### src/rtl/ipc_mbx_pkg.sv
package ipc_mbx_pkg;
  localparam int unsigned WORD_W = 32;
  localparam int unsigned CODE_W = 8;

  localparam logic [7:0] OFF_CMD  = 8'h00;
  localparam logic [7:0] OFF_STAT = 8'h04;
  localparam logic [7:0] OFF_SPTR = 8'h08;
  localparam logic [7:0] OFF_DPTR = 8'h0C;
  localparam logic [7:0] OFF_WBUF = 8'h80;
  localparam logic [7:0] OFF_RBUF = 8'h90;

  localparam int unsigned CMD_IRQ_BIT   = 8;
  localparam int unsigned STAT_BUSY     = 0;
  localparam int unsigned STAT_ERR      = 1;
  localparam int unsigned STAT_IRQ      = 2;
  localparam int unsigned STAT_CODE_LSB = 16;

  typedef enum logic [2:0] {
    SEL_NONE, SEL_CMD, SEL_STAT, SEL_SPTR, SEL_DPTR, SEL_WBUF, SEL_RBUF
  } sel_e;

  typedef struct packed {
    logic              busy;
    logic              err;
    logic              irq;
    logic [CODE_W-1:0] code;
  } stat_t;

  function automatic logic [WORD_W-1:0] pack_stat(stat_t s);
    logic [WORD_W-1:0] w;
    w = '0;
    w[STAT_BUSY] = s.busy;
    w[STAT_ERR]  = s.err;
    w[STAT_IRQ]  = s.irq;
    w[STAT_CODE_LSB +: CODE_W] = s.code;
    return w;
  endfunction
endpackage

### src/rtl/ipc_mbx_decode.sv
module ipc_mbx_decode
  import ipc_mbx_pkg::*;
#(
  parameter int unsigned ADDR_W    = 8,
  parameter int unsigned BUF_WORDS = 4,
  localparam int unsigned IDX_W    = $clog2(BUF_WORDS)
) (
  input  logic [ADDR_W-1:0] addr_i,
  output sel_e              sel_o,
  output logic [IDX_W-1:0]  idx_o
);
  localparam int unsigned BUF_BYTES = 4 * BUF_WORDS;

  logic [ADDR_W-1:0] hi_bits;
  logic [7:0]        lo;
  logic [7:0]        w_rel;
  logic [7:0]        r_rel;
  logic              in_range;

  assign hi_bits  = addr_i >> 8;
  assign lo       = addr_i[7:0];
  assign in_range = (hi_bits == '0);
  assign w_rel    = lo - OFF_WBUF;
  assign r_rel    = lo - OFF_RBUF;

  always_comb begin
    sel_o = SEL_NONE;
    idx_o = '0;
    if (in_range) begin
      if ({lo[7:2], 2'b00} == OFF_CMD)       sel_o = SEL_CMD;
      else if ({lo[7:2], 2'b00} == OFF_STAT) sel_o = SEL_STAT;
      else if ({lo[7:2], 2'b00} == OFF_SPTR) sel_o = SEL_SPTR;
      else if ({lo[7:2], 2'b00} == OFF_DPTR) sel_o = SEL_DPTR;
      else if (lo >= OFF_WBUF && 32'(w_rel) < BUF_BYTES) begin
        sel_o = SEL_WBUF;
        idx_o = w_rel[2 +: IDX_W];
      end else if (lo >= OFF_RBUF && 32'(r_rel) < BUF_BYTES) begin
        sel_o = SEL_RBUF;
        idx_o = r_rel[2 +: IDX_W];
      end
    end
  end
endmodule

### src/rtl/ipc_mbx_store.sv
module ipc_mbx_store
  import ipc_mbx_pkg::*;
#(
  parameter int unsigned BUF_WORDS = 4,
  localparam int unsigned IDX_W    = $clog2(BUF_WORDS)
) (
  input  logic              clk_i,
  input  logic              rst_ni,
  input  logic              sptr_we_i,
  input  logic              dptr_we_i,
  input  logic              wbuf_we_i,
  input  logic [IDX_W-1:0]  hst_idx_i,
  input  logic [WORD_W-1:0] wdata_i,
  output logic [WORD_W-1:0] sptr_o,
  output logic [WORD_W-1:0] dptr_o,
  output logic [WORD_W-1:0] hst_rbuf_o,
  input  logic [IDX_W-1:0]  svc_widx_i,
  output logic [WORD_W-1:0] svc_wbuf_o,
  input  logic              svc_rbuf_we_i,
  input  logic [IDX_W-1:0]  svc_ridx_i,
  input  logic [WORD_W-1:0] svc_rdata_i
);
  logic [WORD_W-1:0] wbuf_q [BUF_WORDS];
  logic [WORD_W-1:0] rbuf_q [BUF_WORDS];

  always_ff @(posedge clk_i or negedge rst_ni) begin
    if (!rst_ni) begin
      sptr_o <= '0;
      dptr_o <= '0;
    end else begin
      if (sptr_we_i) sptr_o <= wdata_i;
      if (dptr_we_i) dptr_o <= wdata_i;
    end
  end

  for (genvar g = 0; g < BUF_WORDS; g++) begin : g_word
    always_ff @(posedge clk_i or negedge rst_ni) begin
      if (!rst_ni) begin
        wbuf_q[g] <= '0;
        rbuf_q[g] <= '0;
      end else begin
        if (wbuf_we_i && hst_idx_i == IDX_W'(g))      wbuf_q[g] <= wdata_i;
        if (svc_rbuf_we_i && svc_ridx_i == IDX_W'(g)) rbuf_q[g] <= svc_rdata_i;
      end
    end
  end

  assign svc_wbuf_o = wbuf_q[svc_widx_i];
  assign hst_rbuf_o = rbuf_q[hst_idx_i];
endmodule

### src/rtl/ipc_mbx_ctrl.sv
module ipc_mbx_ctrl
  import ipc_mbx_pkg::*;
(
  input  logic              clk_i,
  input  logic              rst_ni,
  input  logic              cmd_we_i,
  input  logic              stat_we_i,
  input  logic [WORD_W-1:0] wdata_i,
  input  logic              done_i,
  input  logic              err_i,
  input  logic [CODE_W-1:0] code_i,
  output logic [WORD_W-1:0] cmd_o,
  output logic              doorbell_o,
  output stat_t             stat_o
);
  logic              busy_q, err_q, irq_q, bell_q;
  logic [CODE_W-1:0] code_q;
  logic [WORD_W-1:0] cmd_q;
  logic              accept, finish;

  assign accept = cmd_we_i && !busy_q;
  assign finish = done_i && busy_q;

  always_ff @(posedge clk_i or negedge rst_ni) begin
    if (!rst_ni) begin
      cmd_q  <= '0;
      busy_q <= 1'b0;
      err_q  <= 1'b0;
      code_q <= '0;
      irq_q  <= 1'b0;
      bell_q <= 1'b0;
    end else begin
      bell_q <= accept;
      if (accept) begin
        cmd_q  <= wdata_i;
        busy_q <= 1'b1;
        err_q  <= 1'b0;
        code_q <= '0;
      end
      if (finish) begin
        busy_q <= 1'b0;
        err_q  <= err_i;
        code_q <= err_i ? code_i : '0;
      end
      // completion set has priority over a same-cycle acknowledge
      if (stat_we_i && wdata_i[STAT_IRQ]) irq_q <= 1'b0;
      if (finish && cmd_q[CMD_IRQ_BIT])   irq_q <= 1'b1;
    end
  end

  assign cmd_o       = cmd_q;
  assign doorbell_o  = bell_q;
  assign stat_o.busy = busy_q;
  assign stat_o.err  = err_q;
  assign stat_o.irq  = irq_q;
  assign stat_o.code = code_q;
endmodule

### src/rtl/ipc_mailbox_top.sv
module ipc_mailbox_top
  import ipc_mbx_pkg::*;
#(
  parameter int unsigned ADDR_W    = 8,
  parameter int unsigned BUF_WORDS = 4,
  localparam int unsigned IDX_W    = $clog2(BUF_WORDS)
) (
  input  logic              clk_i,
  input  logic              rst_ni,
  input  logic              hst_req_i,
  input  logic              hst_we_i,
  input  logic [ADDR_W-1:0] hst_addr_i,
  input  logic [31:0]       hst_wdata_i,
  output logic [31:0]       hst_rdata_o,
  output logic              irq_o,
  output logic              svc_doorbell_o,
  output logic [31:0]       svc_cmd_o,
  output logic [31:0]       svc_sptr_o,
  output logic [31:0]       svc_dptr_o,
  input  logic [IDX_W-1:0]  svc_wbuf_idx_i,
  output logic [31:0]       svc_wbuf_data_o,
  input  logic              svc_rbuf_we_i,
  input  logic [IDX_W-1:0]  svc_rbuf_idx_i,
  input  logic [31:0]       svc_rbuf_data_i,
  input  logic              svc_done_i,
  input  logic              svc_err_i,
  input  logic [7:0]        svc_code_i
);
  sel_e              sel_w;
  logic [IDX_W-1:0]  idx_w;
  logic              wr_w;
  logic              cmd_we_w, stat_we_w;
  stat_t             stat_w;
  logic [WORD_W-1:0] rbuf_w;

  assign wr_w      = hst_req_i && hst_we_i;
  assign cmd_we_w  = wr_w && sel_w == SEL_CMD;
  assign stat_we_w = wr_w && sel_w == SEL_STAT;

  ipc_mbx_decode #(.ADDR_W(ADDR_W), .BUF_WORDS(BUF_WORDS)) u_dec (
    .addr_i (hst_addr_i),
    .sel_o  (sel_w),
    .idx_o  (idx_w)
  );

  ipc_mbx_store #(.BUF_WORDS(BUF_WORDS)) u_store (
    .clk_i         (clk_i),
    .rst_ni        (rst_ni),
    .sptr_we_i     (wr_w && sel_w == SEL_SPTR),
    .dptr_we_i     (wr_w && sel_w == SEL_DPTR),
    .wbuf_we_i     (wr_w && sel_w == SEL_WBUF),
    .hst_idx_i     (idx_w),
    .wdata_i       (hst_wdata_i),
    .sptr_o        (svc_sptr_o),
    .dptr_o        (svc_dptr_o),
    .hst_rbuf_o    (rbuf_w),
    .svc_widx_i    (svc_wbuf_idx_i),
    .svc_wbuf_o    (svc_wbuf_data_o),
    .svc_rbuf_we_i (svc_rbuf_we_i),
    .svc_ridx_i    (svc_rbuf_idx_i),
    .svc_rdata_i   (svc_rbuf_data_i)
  );

  ipc_mbx_ctrl u_ctrl (
    .clk_i      (clk_i),
    .rst_ni     (rst_ni),
    .cmd_we_i   (cmd_we_w),
    .stat_we_i  (stat_we_w),
    .wdata_i    (hst_wdata_i),
    .done_i     (svc_done_i),
    .err_i      (svc_err_i),
    .code_i     (svc_code_i),
    .cmd_o      (svc_cmd_o),
    .doorbell_o (svc_doorbell_o),
    .stat_o     (stat_w)
  );

  assign irq_o = stat_w.irq;

  always_comb begin
    unique case (sel_w)
      SEL_CMD:  hst_rdata_o = svc_cmd_o;
      SEL_STAT: hst_rdata_o = pack_stat(stat_w);
      SEL_SPTR: hst_rdata_o = svc_sptr_o;
      SEL_DPTR: hst_rdata_o = svc_dptr_o;
      SEL_RBUF: hst_rdata_o = rbuf_w;
      default:  hst_rdata_o = '0;
    endcase
  end
endmodule

### config.mk
export PLATFORM = sky130hd
export DESIGN_NAME = ipc_mailbox_top
export DESIGN_NICKNAME = d
export VERILOG_FILES = /design/src/rtl/ipc_mbx_pkg.sv /design/src/rtl/ipc_mbx_decode.sv /design/src/rtl/ipc_mbx_store.sv /design/src/rtl/ipc_mbx_ctrl.sv /design/src/rtl/ipc_mailbox_top.sv
export SDC_FILE = /design/constraint.sdc
export NUM_CORES = 1
export LEC_CHECK = 0
export CORE_UTILIZATION = 54
export CTS_CLUSTER_DIAMETER = 50
export DETAILED_ROUTE_END_ITERATION = 10
export PLACE_DENSITY = 0.81
export SETUP_SLACK_MARGIN = 0.15
export SYNTH_ARGS = -nofsm -noshare
export SYNTH_HDL_FRONTEND = slang
export SYNTH_SLANG_ARGS = --single-unit
### constraint.sdc
create_clock -name clk_i -period 1.99 [get_ports clk_i]
set_clock_uncertainty 0.15 [all_clocks]
set_input_delay 0.199 -clock clk_i [delete_from_list [all_inputs] [get_ports clk_i]]
set_output_delay 0.199 -clock clk_i [all_outputs]
set_load 0.005 [all_outputs]
==> results of run 1 <==
-- final timing paths --
check                                         from  cells after the start            endpoint
min in group clk_i                   svc_code_i[1]                      3    u_ctrl.code_q[1]
worst max-delay path            u_store.rbuf_q[93]                      5     hst_rdata_o[29]
worst max register to register       u_ctrl.busy_q                      6    u_ctrl.code_q[4]
worst min register to register   u_store.wbuf_q[6]                      1   u_store.wbuf_q[6]
worst min-delay path                        rst_ni                      2  u_store.rbuf_q[93]
max in group asynchronous                   rst_ni                      3   u_store.sptr_o[4]
-- sequential cells by signal (all words and copies together) (netlist names) --
| register | flops |
|---|---|
| u_ctrl.busy_q | 1 |
| u_ctrl.doorbell_o | 1 |
| u_store.wbuf_q | 128 |
| u_ctrl.err_q | 1 |
| u_ctrl.cmd_o | 32 |
| u_store.sptr_o | 32 |
| u_ctrl.irq_q | 1 |
| u_ctrl.code_q | 8 |
| u_store.rbuf_q | 128 |
| u_store.dptr_o | 32 |
-- critical path, stage by stage, from the launching register on --
cell and delay, ns:
dfrtp_1 0.37, mux2_4 0.27, a222oi_1 0.37, buf_4 0.18, o21ai_2 0.05, buf_2 0.15
-- where the power goes --
group          switching, mW  total [mW]  internal, mW
Combinational           1.21        3.04          1.83
Clock                   3.01        7.31          4.30
Sequential             0.652        8.98          8.33
Total                   4.87        19.3          14.5
-- routing by layer --
layer  up-vias  GRT usage, %  routed length (um)
li1       4973             -                   -
met1      6272         44.05               19940
met2       766         56.21               25980
met3       140         6.360                4584
met4         2         16.41                2324
met5         -             0                  13
-- metrics by stage --
| stage | hold slack (ns) | area (um^2) |
|---|---|---|
| finish | 0.05575 | 22340 |
| global route | 0.1042 | 22340 |
| CTS | 0.06992 | 21640 |
| detailed placement | 0.003698 | 19630 |
| global placement | 0.002222 | 19630 |
| floorplan | -0.2466 | 15880 |
-- cell usage after synthesis --
master,n
inv_1,1
nor4_2,1
dfrtp_1,364
a21oi_1,10
nand3b_1,14
buf_2,23
buf_6,6
or4_1,1
nor4bb_1,1
nand3_1,14
and2_1,1
nor2_1,1
clkinv_1,1
buf_1,8
nor3b_1,1
and3b_1,1
nand4_1,1
a32o_1,1
mux2_2,307
o21ai_1,3
nor3b_2,2
and3_1,4
a31oi_1,1
nand2_1,109
mux2_1,44
nor3_2,2
mux4_2,34
or3b_2,1
a22oi_1,32
nand4b_1,1
buf_4,6
clkbuf_1,36
a222oi_1,40
o21ai_0,38
nor2b_1,1
-- cell type report --
class | count | area (um^2)
Fill cell | 1600 | 6440
Timing Repair Buffer | 441 | 4479
Inverter | 2 | 7.507
Tap cell | 384 | 480.5
Clock buffer | 58 | 1160
Antenna cell | 1 | 2.502
Multi-Input combinational cell | 666 | 6949
Sequential cell | 364 | 9143
Clock inverter | 11 | 118.9
-- cells in the final DEF, fill, tap and decap left out, drive strengths merged, types with 2 or more instances in the layout --
cell type	count
a21oi	10
a222oi	40
a22oi	32
and3	4
buf	257
bufinv	2
clkbuf	63
clkdlybuf4s50	123
clkinv	9
dfrtp	364
dlygate4sd2	35
dlymetal6s2s	19
mux2	351
mux4	34
nand2	109
nand3	14
nand3b	14
nor3	2
nor3b	3
o21ai	41
-- logic make-up after synthesis --
group / Yosys count / synth area share, %
buf+inv: 81 / 2.521
simple gates: 156 / 4.664
mux: 385 / 29.71
compound gates: 125 / 5.744
flops: 364 / 57.36
-- timing repair --
item                                    in CTS  in global routing
resized for setup                          469                101
buffers inserted                            42                 31
hold buffers                                 1                  0
gates cloned                                10                  4
pin swaps                                   49                 31
hold endpoints to repair                   326                  0
endpoints found under the setup margin     213                250
==> run_results.csv, run 1 <==
group,metric,value,unit
floorplanning,die_area,30100,um^2
placement,gp_congestion,0.8972,
cts,insertion_delay,0.52,ns
global_route,overflow,0,
routing,drt_iter0_markers,1168,
routing,wl,52840,um
global_route,antenna_found_initial,2,
global_route,grt_pass1_wl,77310,um
synthesis,ys_seq_area_share,57.36,%
run_status,violations,"setup timing",
synthesis,syn_nets,1202,
timing,worst_slack,-0.2651,ns
routing,wl_per_cell,27.42,um
placement,placed_cells,1769,
cells_and_area,final_cells,1927,
timing,rsz0062_at_grt,"true",
floorplanning,die_x,173.5,um
cts,cts_root_buffer,"clkbuf_16",
setup_path,path_class,"reg -> out",
synthesis,ys_seq_elements,364,
floorplanning,io-pin-count,253,
routing,ant_nets,0,
cells_and_area,finalNetCount,1605,
timing,fin_crit_sh,113.3,%
placement,pre_cts_slack,-0.9812,ns
flow_run,cap_violations,0,
global_route,gr-usage-all-layers,34.20,%
cts,clkTransAtPathRegs,0.06,ns
floorplanning,rows,62,
global_route,grt_pass1_vias,12690,
cells_and_area,area_growth,40.68,%
routing,vias_per_cell,6.307,
cts,clock-sinks,364,
cts,h-tree-depth,2,
setup_path,cp.required,1.64,ns
cts,cts_tree,"built",
timing,setup_tns,-5.376,ns
timing,finalSetupViolations,32,
cts,cts-buffers-inserted,39,
power,power.leakage,10.76,nW
synthesis,synth_largest_area_cell,"dfrtp_1",
timing,fmax,443.4,MHz
setup_path,startpoint_type,"flop",
synthesis,syn_avg_cell_area,14.29,um^2
synthesis,syn_inst,1111,
routing,vias,12150,
setup_path,ff2ff_setup_slack,0.32,ns
floorplanning,die_y,173.5,um
synthesis,synth_cell_types,35,
synthesis,yosys-top-cells-area,"dfrtp_1 57%, mux2_2 22%, mux4_2 4.8%",
routing,drcViolationCount,0,
synthesis,synth_top_area_share,57.36,%
timing,fin_crit,2.255,ns
power,totalPowerFinal,19.33,mW
global_route,grt_max_degree,80,
timing,slew_violations,0,
synthesis,yosys_warnings,0,
placement,port_buffers,250,
timing,final-hold-violation-count,0,
timing,tightest_slew,0.5750,ns
floorplanning,core_area,28780,um^2
power,ir_drop,0.0006702,V
floorplanning,initial_core_util,55.18,%
routing,dr.pass1.iters,6,
power,power_density,865.3,nW/um^2
setup_path,crit_arrival,1.91,ns
hold_path,hold_path.class,"in -> async",
setup_path,worst_setup_path_end_kind,"output pin",
setup_path,crit_fanout,2,
synthesis,netlist_area,15880,um^2
placement,dp_hpwl,31930,um
cells_and_area,final_core_util,77.62,%
cts,cts_max_path_buffers,3,
run_status,status,"complete, but fails checks",
timing,relSlewSlack,61.57,%
cells_and_area,drive_above_1_share,51.17,%
Power figures use the tool's default switching activity.
==> inputs of run 2 (changes only) <==
CELL_PAD_IN_SITES_DETAIL_PLACEMENT = 0   (was default)
CELL_PAD_IN_SITES_GLOBAL_PLACEMENT = 2   (was default)
CORE_UTILIZATION = 38   (was 54)
PLACE_DENSITY = 0.82   (was 0.81)
==> run_results.csv, run 2 (synthesis results as in run 1) <==
group,metric,value,unit
cts,cts_tree,"built",
setup_path,worst-path-buf-inv,2,
setup_path,crit_arrival,2.02,ns
hold_path,holdPathStages,3,
cts,insertion_delay,0.55,ns
power,power.leakage,10.60,nW
timing,slew_violations,0,
routing,wl_per_cell,23.90,um
flow_run,cap_violations,0,
floorplanning,io-pin-count,253,
floorplanning,initial_core_util,38.72,%
power,power_density,897.3,nW/um^2
routing,drt_iter0_markers,869,
setup_path,worstPathCellList,"mux2_4 -> a222oi_1 -> buf_4 -> o21ai_2 -> buf_2",
routing,vias,11120,
run_status,violations,"DRC, setup timing",
cells_and_area,final_cell_mix,"344 x dfrtp_1, 295 x mux2_2, 108 x nand2_1, 86 x clkdlybuf4s50_1, 86 x buf_4",
placement,gp_congestion,0.8574,
setup_path,path_delay_family,"compound AO/OA/AOI/OAI gates",
cts,clkTransAtPathRegs,0.06,ns
timing,fmax,422.7,MHz
routing,dr.pass1.iters,11,
cells_and_area,final_cells,2046,
floorplanning,die_x,206.4,um
routing,drcViolationCount,42,
timing,relSlewSlack,66.58,%
setup_path,ff2ff_setup_slack,0.32,ns
floorplanning,rows,74,
routing,wl,48910,um
placement,placed_cells,1925,
cts,cts_max_path_buffers,3,
cells_and_area,area_growth,38.32,%
cts,cts-buffers-inserted,43,
setup_path,path_class,"reg -> out",
setup_path,crit_fanout,2,
cts,h-tree-depth,2,
setup_path,worstRegToRegCells,6,
floorplanning,die_y,206.4,um
timing,fin_crit,2.366,ns
hold_path,hp-start,"svc_code_i[7]",
cts,cts_root_buffer,"clkbuf_16",
timing,tightest_slew,0.4998,ns
setup_path,path_depth,5,
routing,vias_per_cell,5.433,
power,totalPowerFinal,19.71,mW
placement,port_buffers,250,
global_route,gr-usage-all-layers,23.37,%
setup_path,worst_setup_path_end_kind,"output pin",
setup_path,max_stage_delay,0.42,ns
placement,dp_hpwl,33840,um
power,ir_drop,0.0005243,V
timing,finalSetupViolations,32,
routing,ant_nets,0,
global_route,grt_pass1_vias,11710,
timing,fin_crit_sh,118.9,%
setup_path,startpoint_type,"flop",
timing,final-hold-violation-count,0,
global_route,grt_pass1_wl,73390,um
cells_and_area,top_regs,"u_store.rbuf_q: 128 flops, u_store.wbuf_q: 128 flops",
setup_path,cp.required,1.64,ns
timing,rsz0062_at_grt,"true",
cells_and_area,final_core_util,53.55,%
global_route,grt_max_degree,70,
hold_path,holdPathEnd,"u_ctrl.code_q[7]",
setup_path,timing.rr.start,"u_ctrl.busy_q",
timing,setup_tns,-6.103,ns
cells_and_area,fillers,3516,
floorplanning,core_area,41020,um^2
setup_path,crit_slowest_cell,"a222oi_1",
cells_and_area,finalNetCount,1578,
global_route,overflow,0,
cts,clock-sinks,364,
setup_path,regToRegEndpoint,"u_ctrl.cmd_o[18]",
cells_and_area,drive_above_1_share,46.23,%
cells_and_area,layout_commonest_cell,"dfrtp_1",
floorplanning,die_area,42610,um^2
hold_path,hold_path.class,"in -> reg",
run_status,status,"complete, but fails checks",
timing,worst_slack,-0.3759,ns
global_route,antenna_found_initial,2,
setup_path,critPathLaunch,"u_store.rbuf_q[76]",
placement,pre_cts_slack,-0.9922,ns
run 2: how the worst max path moves through the flow:
stage	end	slack (ns)
2_1_floorplan	hst_rdata_o[5]	0.15
3_3_place_gp	hst_rdata_o[4]	-0.96
3_5_place_dp	hst_rdata_o[4]	-0.99
4_1_cts	hst_rdata_o[12]	-0.41
5_1_grt	hst_rdata_o[12]	-0.42
6_report	hst_rdata_o[12]	-0.38
run 2: power breakdown:
part	leakage, nW	total (mW)	internal (mW)	switching (mW)
logic	5.22	2.86	1.73	1.13
registers	4.68	8.91	8.33	0.579
clock network	0.700	7.94	4.91	3.03
total	10.6	19.7	15.0	4.74
run 2: worst min-delay path: stages:
cell and delay [ns]:
clkdlybuf4s50_1 0.40, nand2_1 0.06, o21ai_0 0.06
run 2: what timing repair did:
| item | 4_1_cts | 5_1_grt |
|---|---|---|
| gates cloned | 5 | 0 |
| pin swaps | 54 | 16 |
| setup buffers | 35 | 7 |
| setup endpoints to repair | 275 | 103 |
| hold endpoints to repair | 364 | 0 |
| hold buffers | 2 | 0 |
| gates resized for setup | 485 | 39 |
run 2: metrics by stage:
stage	hold slack, ns	instance area [um^2]
after global routing	0.06911	21960
after floorplan	-0.2466	15880
final	0.05416	21970
after CTS	0.03286	21730
after detailed placement	-0.02748	19970
after global placement	-0.03411	19970
run 2: cell type report:
cell class,instances,area (um^2),area share [%]
multi-input combinational,666,6619,30.13
clock buffer,61,1266,5.764
clock inverter,9,155.1,0.7063
tap,532,665.6,3.030
sequential,364,9134,41.58
inverter,2,7.507,0.03418
timing repair buffer,410,4114,18.73
antenna,2,5.005,0.02278
run 2: metal layers:
metal | vias to the layer above | wire [um] | GRT usage, %
li1 | 4901 | - | -
met1 | 5781 | 20440 | 30.05
met2 | 353 | 23630 | 38.17
met3 | 81 | 3157 | 4.872
met4 | 0 | 1683 | 9.821
met5 | - | 0 | 0
==> inputs of run 3 (changes only) <==
CORE_UTILIZATION = 39   (was 38)
PLACE_DENSITY = default   (was 0.82)
PLACE_DENSITY_LB_ADDON = 0.1   (was default)
SYNTH_HIERARCHICAL = 1   (was default)
==> run_results.csv, run 3 <==
group,metric,value,unit
setup_path,worst_setup_path_end_kind,"flop",
synthesis,ys_seq_elements,364,
cells_and_area,fin_area,24980,um^2
timing,fmax,400.3,MHz
cts,cts_max_path_buffers,3,
cts,clkTransAtPathRegs,0.06,ns
timing,slew_violations,0,
setup_path,regToRegEndpoint,"u_ctrl/cmd_o[4]",
routing,dr.pass1.iters,4,
placement,dp_hpwl,32160,um
global_route,overflow,0,
synthesis,syn_avg_cell_area,15.92,um^2
cts,cts-buffers-inserted,46,
cells_and_area,layout_commonest_cell,"dfrtp_1",
cts,insertion_delay,0.57,ns
synthesis,synth_largest_area_cell,"dfrtp_1",
routing,wl_per_cell,24.76,um
flow_run,cap_violations,0,
timing,fin_crit,2.498,ns
timing,relSlewSlack,69.52,%
timing,rsz0062_at_grt,"true",
floorplanning,core_area,42040,um^2
synthesis,synth_cell_types,39,
routing,drt_iter0_markers,464,
global_route,gr-usage-all-layers,24.01,%
cells_and_area,top_regs,"u_store/rbuf_q: 128 flops, u_store/wbuf_q: 128 flops",
synthesis,synth_flop_cell,"dfrtp_1",
timing,tightest_slew,0.4557,ns
cts,clock-sinks,364,
setup_path,startpoint_type,"input port",
timing,worst_slack,-0.5081,ns
cells_and_area,area_growth,50.02,%
floorplanning,die_area,43530,um^2
setup_path,path_class,"in -> reg",
global_route,antenna_found_initial,1,
synthesis,syn_nets,1137,
hold_path,hold_path.class,"in -> reg",
timing,final.hold.worst_slack,0.1046,ns
power,ir_drop,0.0005591,V
floorplanning,die_x,208.6,um
global_route,grt_max_degree,77,
hold_path,hp-start,"svc_code_i[0]",
synthesis,synth_most_common_cell,"dfrtp_1",
routing,ant_nets,0,
setup_path,worstRegToRegCells,4,
placement,place_area,20680,um^2
synthesis,yosys_warnings,6,
timing,final-hold-violation-count,0,
setup_path,ff2ff_setup_slack,0.32,ns
cts,cts_root_buffer,"clkbuf_16",
routing,wl,52030,um
global_route,grt_pass1_vias,11800,
cts,cts_tree,"built",
floorplanning,io-pin-count,253,
cells_and_area,fillers,3293,
setup_path,timing.rr.start,"u_ctrl/busy_q",
floorplanning,rows,75,
routing,drcViolationCount,0,
routing,vias,11220,
floorplanning,die_y,208.6,um
placement,gp_congestion,0.7719,
hold_path,holdPathEnd,"u_ctrl/code_q[0]",
synthesis,synth_edf_count,0,
cells_and_area,drive_above_1_share,56.27,%
synthesis,synthArstFlopShare,100.0,%
global_route,grt_pass1_wl,77940,um
synthesis,synth_top_area_share,54.70,%
run_status,violations,"setup timing",
synthesis,yosys-top-cells-area,"dfrtp_1 55%, mux2_2 21%, mux4_2 8.7%",
synthesis,netlist_area,16650,um^2
hold_path,holdPathStages,3,
timing,finalSetupViolations,268,
setup_path,cp.required,2.30,ns
floorplanning,initial_core_util,39.61,%
setup_path,crit_arrival,2.81,ns
cells_and_area,finalNetCount,1622,
synthesis,ys_seq_area_share,54.70,%
power,power.leakage,11.92,nW
run_status,status,"complete, but fails checks",
placement,pre_cts_slack,-1.271,ns
setup_path,crit_fanout,11,
synthesis,synthTopCellsByCount,"364 x dfrtp_1, 316 x mux2_2, 64 x mux2i_1, 64 x mux4_2, 34 x buf_2",
cts,h-tree-depth,2,
placement,port_buffers,250,
timing,setup_tns,-110.97,ns
cells_and_area,antenna_cells,0,
timing,fin_crit_sh,125.5,%
cells_and_area,final_cell_mix,"363 x dfrtp_1, 185 x mux2_4, 165 x mux2_2, 113 x buf_4, 91 x clkdlybuf4s50_1",
power,power_density,849.0,nW/um^2
synthesis,syn_inst,1046,
routing,vias_per_cell,5.339,
power,totalPowerFinal,21.21,mW
==> run 3: cell types whose count changed in the layout (fill, tap and decap cells not counted), moves of 30 or more <==
cell and delta:
mux2i_1 +54, mux2_2 -130, mux2_1 -40, nand2_1 -97
mux4_2 +30, mux2_4 +173, a222oi_1 -40
==> run 3: area by class of cell <==
class                   count  area [um^2]  share of cell area, %
multi-input cells         601         7870                  31.50
well taps                 539        674.4                  2.699
inverters                   3        11.26                0.04507
clock buffers              59         1251                  5.008
clock inverters            20        274.0                  1.097
flip-flops and latches    364         9110                  36.46
repair buffers            515         5793                  23.19
==> run 3: power by group <==
group	internal, mW	total, mW	switching, mW
logic	2.33	3.81	1.48
clock network	5.10	8.39	3.28
registers	8.36	9.01	0.653
==> run 3: kinds of logic after synthesis <==
family          synth area share, %
flops                         54.70
compound gates                2.036
mux                           37.07
simple gates                  2.682
xor+xnor                    0.05260
buf+inv                       3.463
==> run 3: how the worst max path moves through the flow <==
stage                  start            endpoint  slack [ns]  cells past startpoint
2_1_floorplan  hst_addr_i[5]  u_store/wbuf_q[33]       -0.46                     10
3_5_place_dp   hst_addr_i[5]     hst_rdata_o[11]       -1.27                      9
5_1_grt        hst_addr_i[5]      hst_rdata_o[1]       -0.60                     12
4_1_cts        hst_addr_i[5]      hst_rdata_o[1]       -0.54                     12
6_report       hst_addr_i[7]  u_store/wbuf_q[79]       -0.51                     16
3_3_place_gp   hst_addr_i[5]     hst_rdata_o[11]       -1.27                      9
==> run 3: repair_timing <==
item                                   4_1_cts  5_1_grt
cloned                                      22        2
pin swaps                                   40       25
setup endpoints to repair                  376      334
resized for setup                          558      119
setup buffers                               89       61
endpoints found under the hold margin      364       18
hold buffers                                 2        1
==> run 3: layer usage <==
metal  wire (um)  global-route usage (%)
met2       24520                   37.53
met3        2294                   4.178
met5          13                       0
met4        1406                   7.784
met1       23790                   34.03
==> run 3: critical path, cell delays in order <==
cell and delay [ns]:
buf_6 0.09, buf_6 0.10, or4_4 0.53, o32ai_4 0.16, buf_12 0.17, buf_12 0.11
buf_12 0.09, buf_16 0.10, buf_8 0.10, nand3b_4 0.16, nor2_4 0.06, buf_6 0.12
buf_6 0.11, nand3b_4 0.17, buf_12 0.19, mux2_4 0.31
==> run 3: per-stage QoR <==
step                      instances  utilization (%)
after floorplan                1046                -
after global placement         1846            49.19
after detailed placement       1846            49.19
after CTS                      2038            57.13
after global routing           2101            59.43
final                          2101            59.43
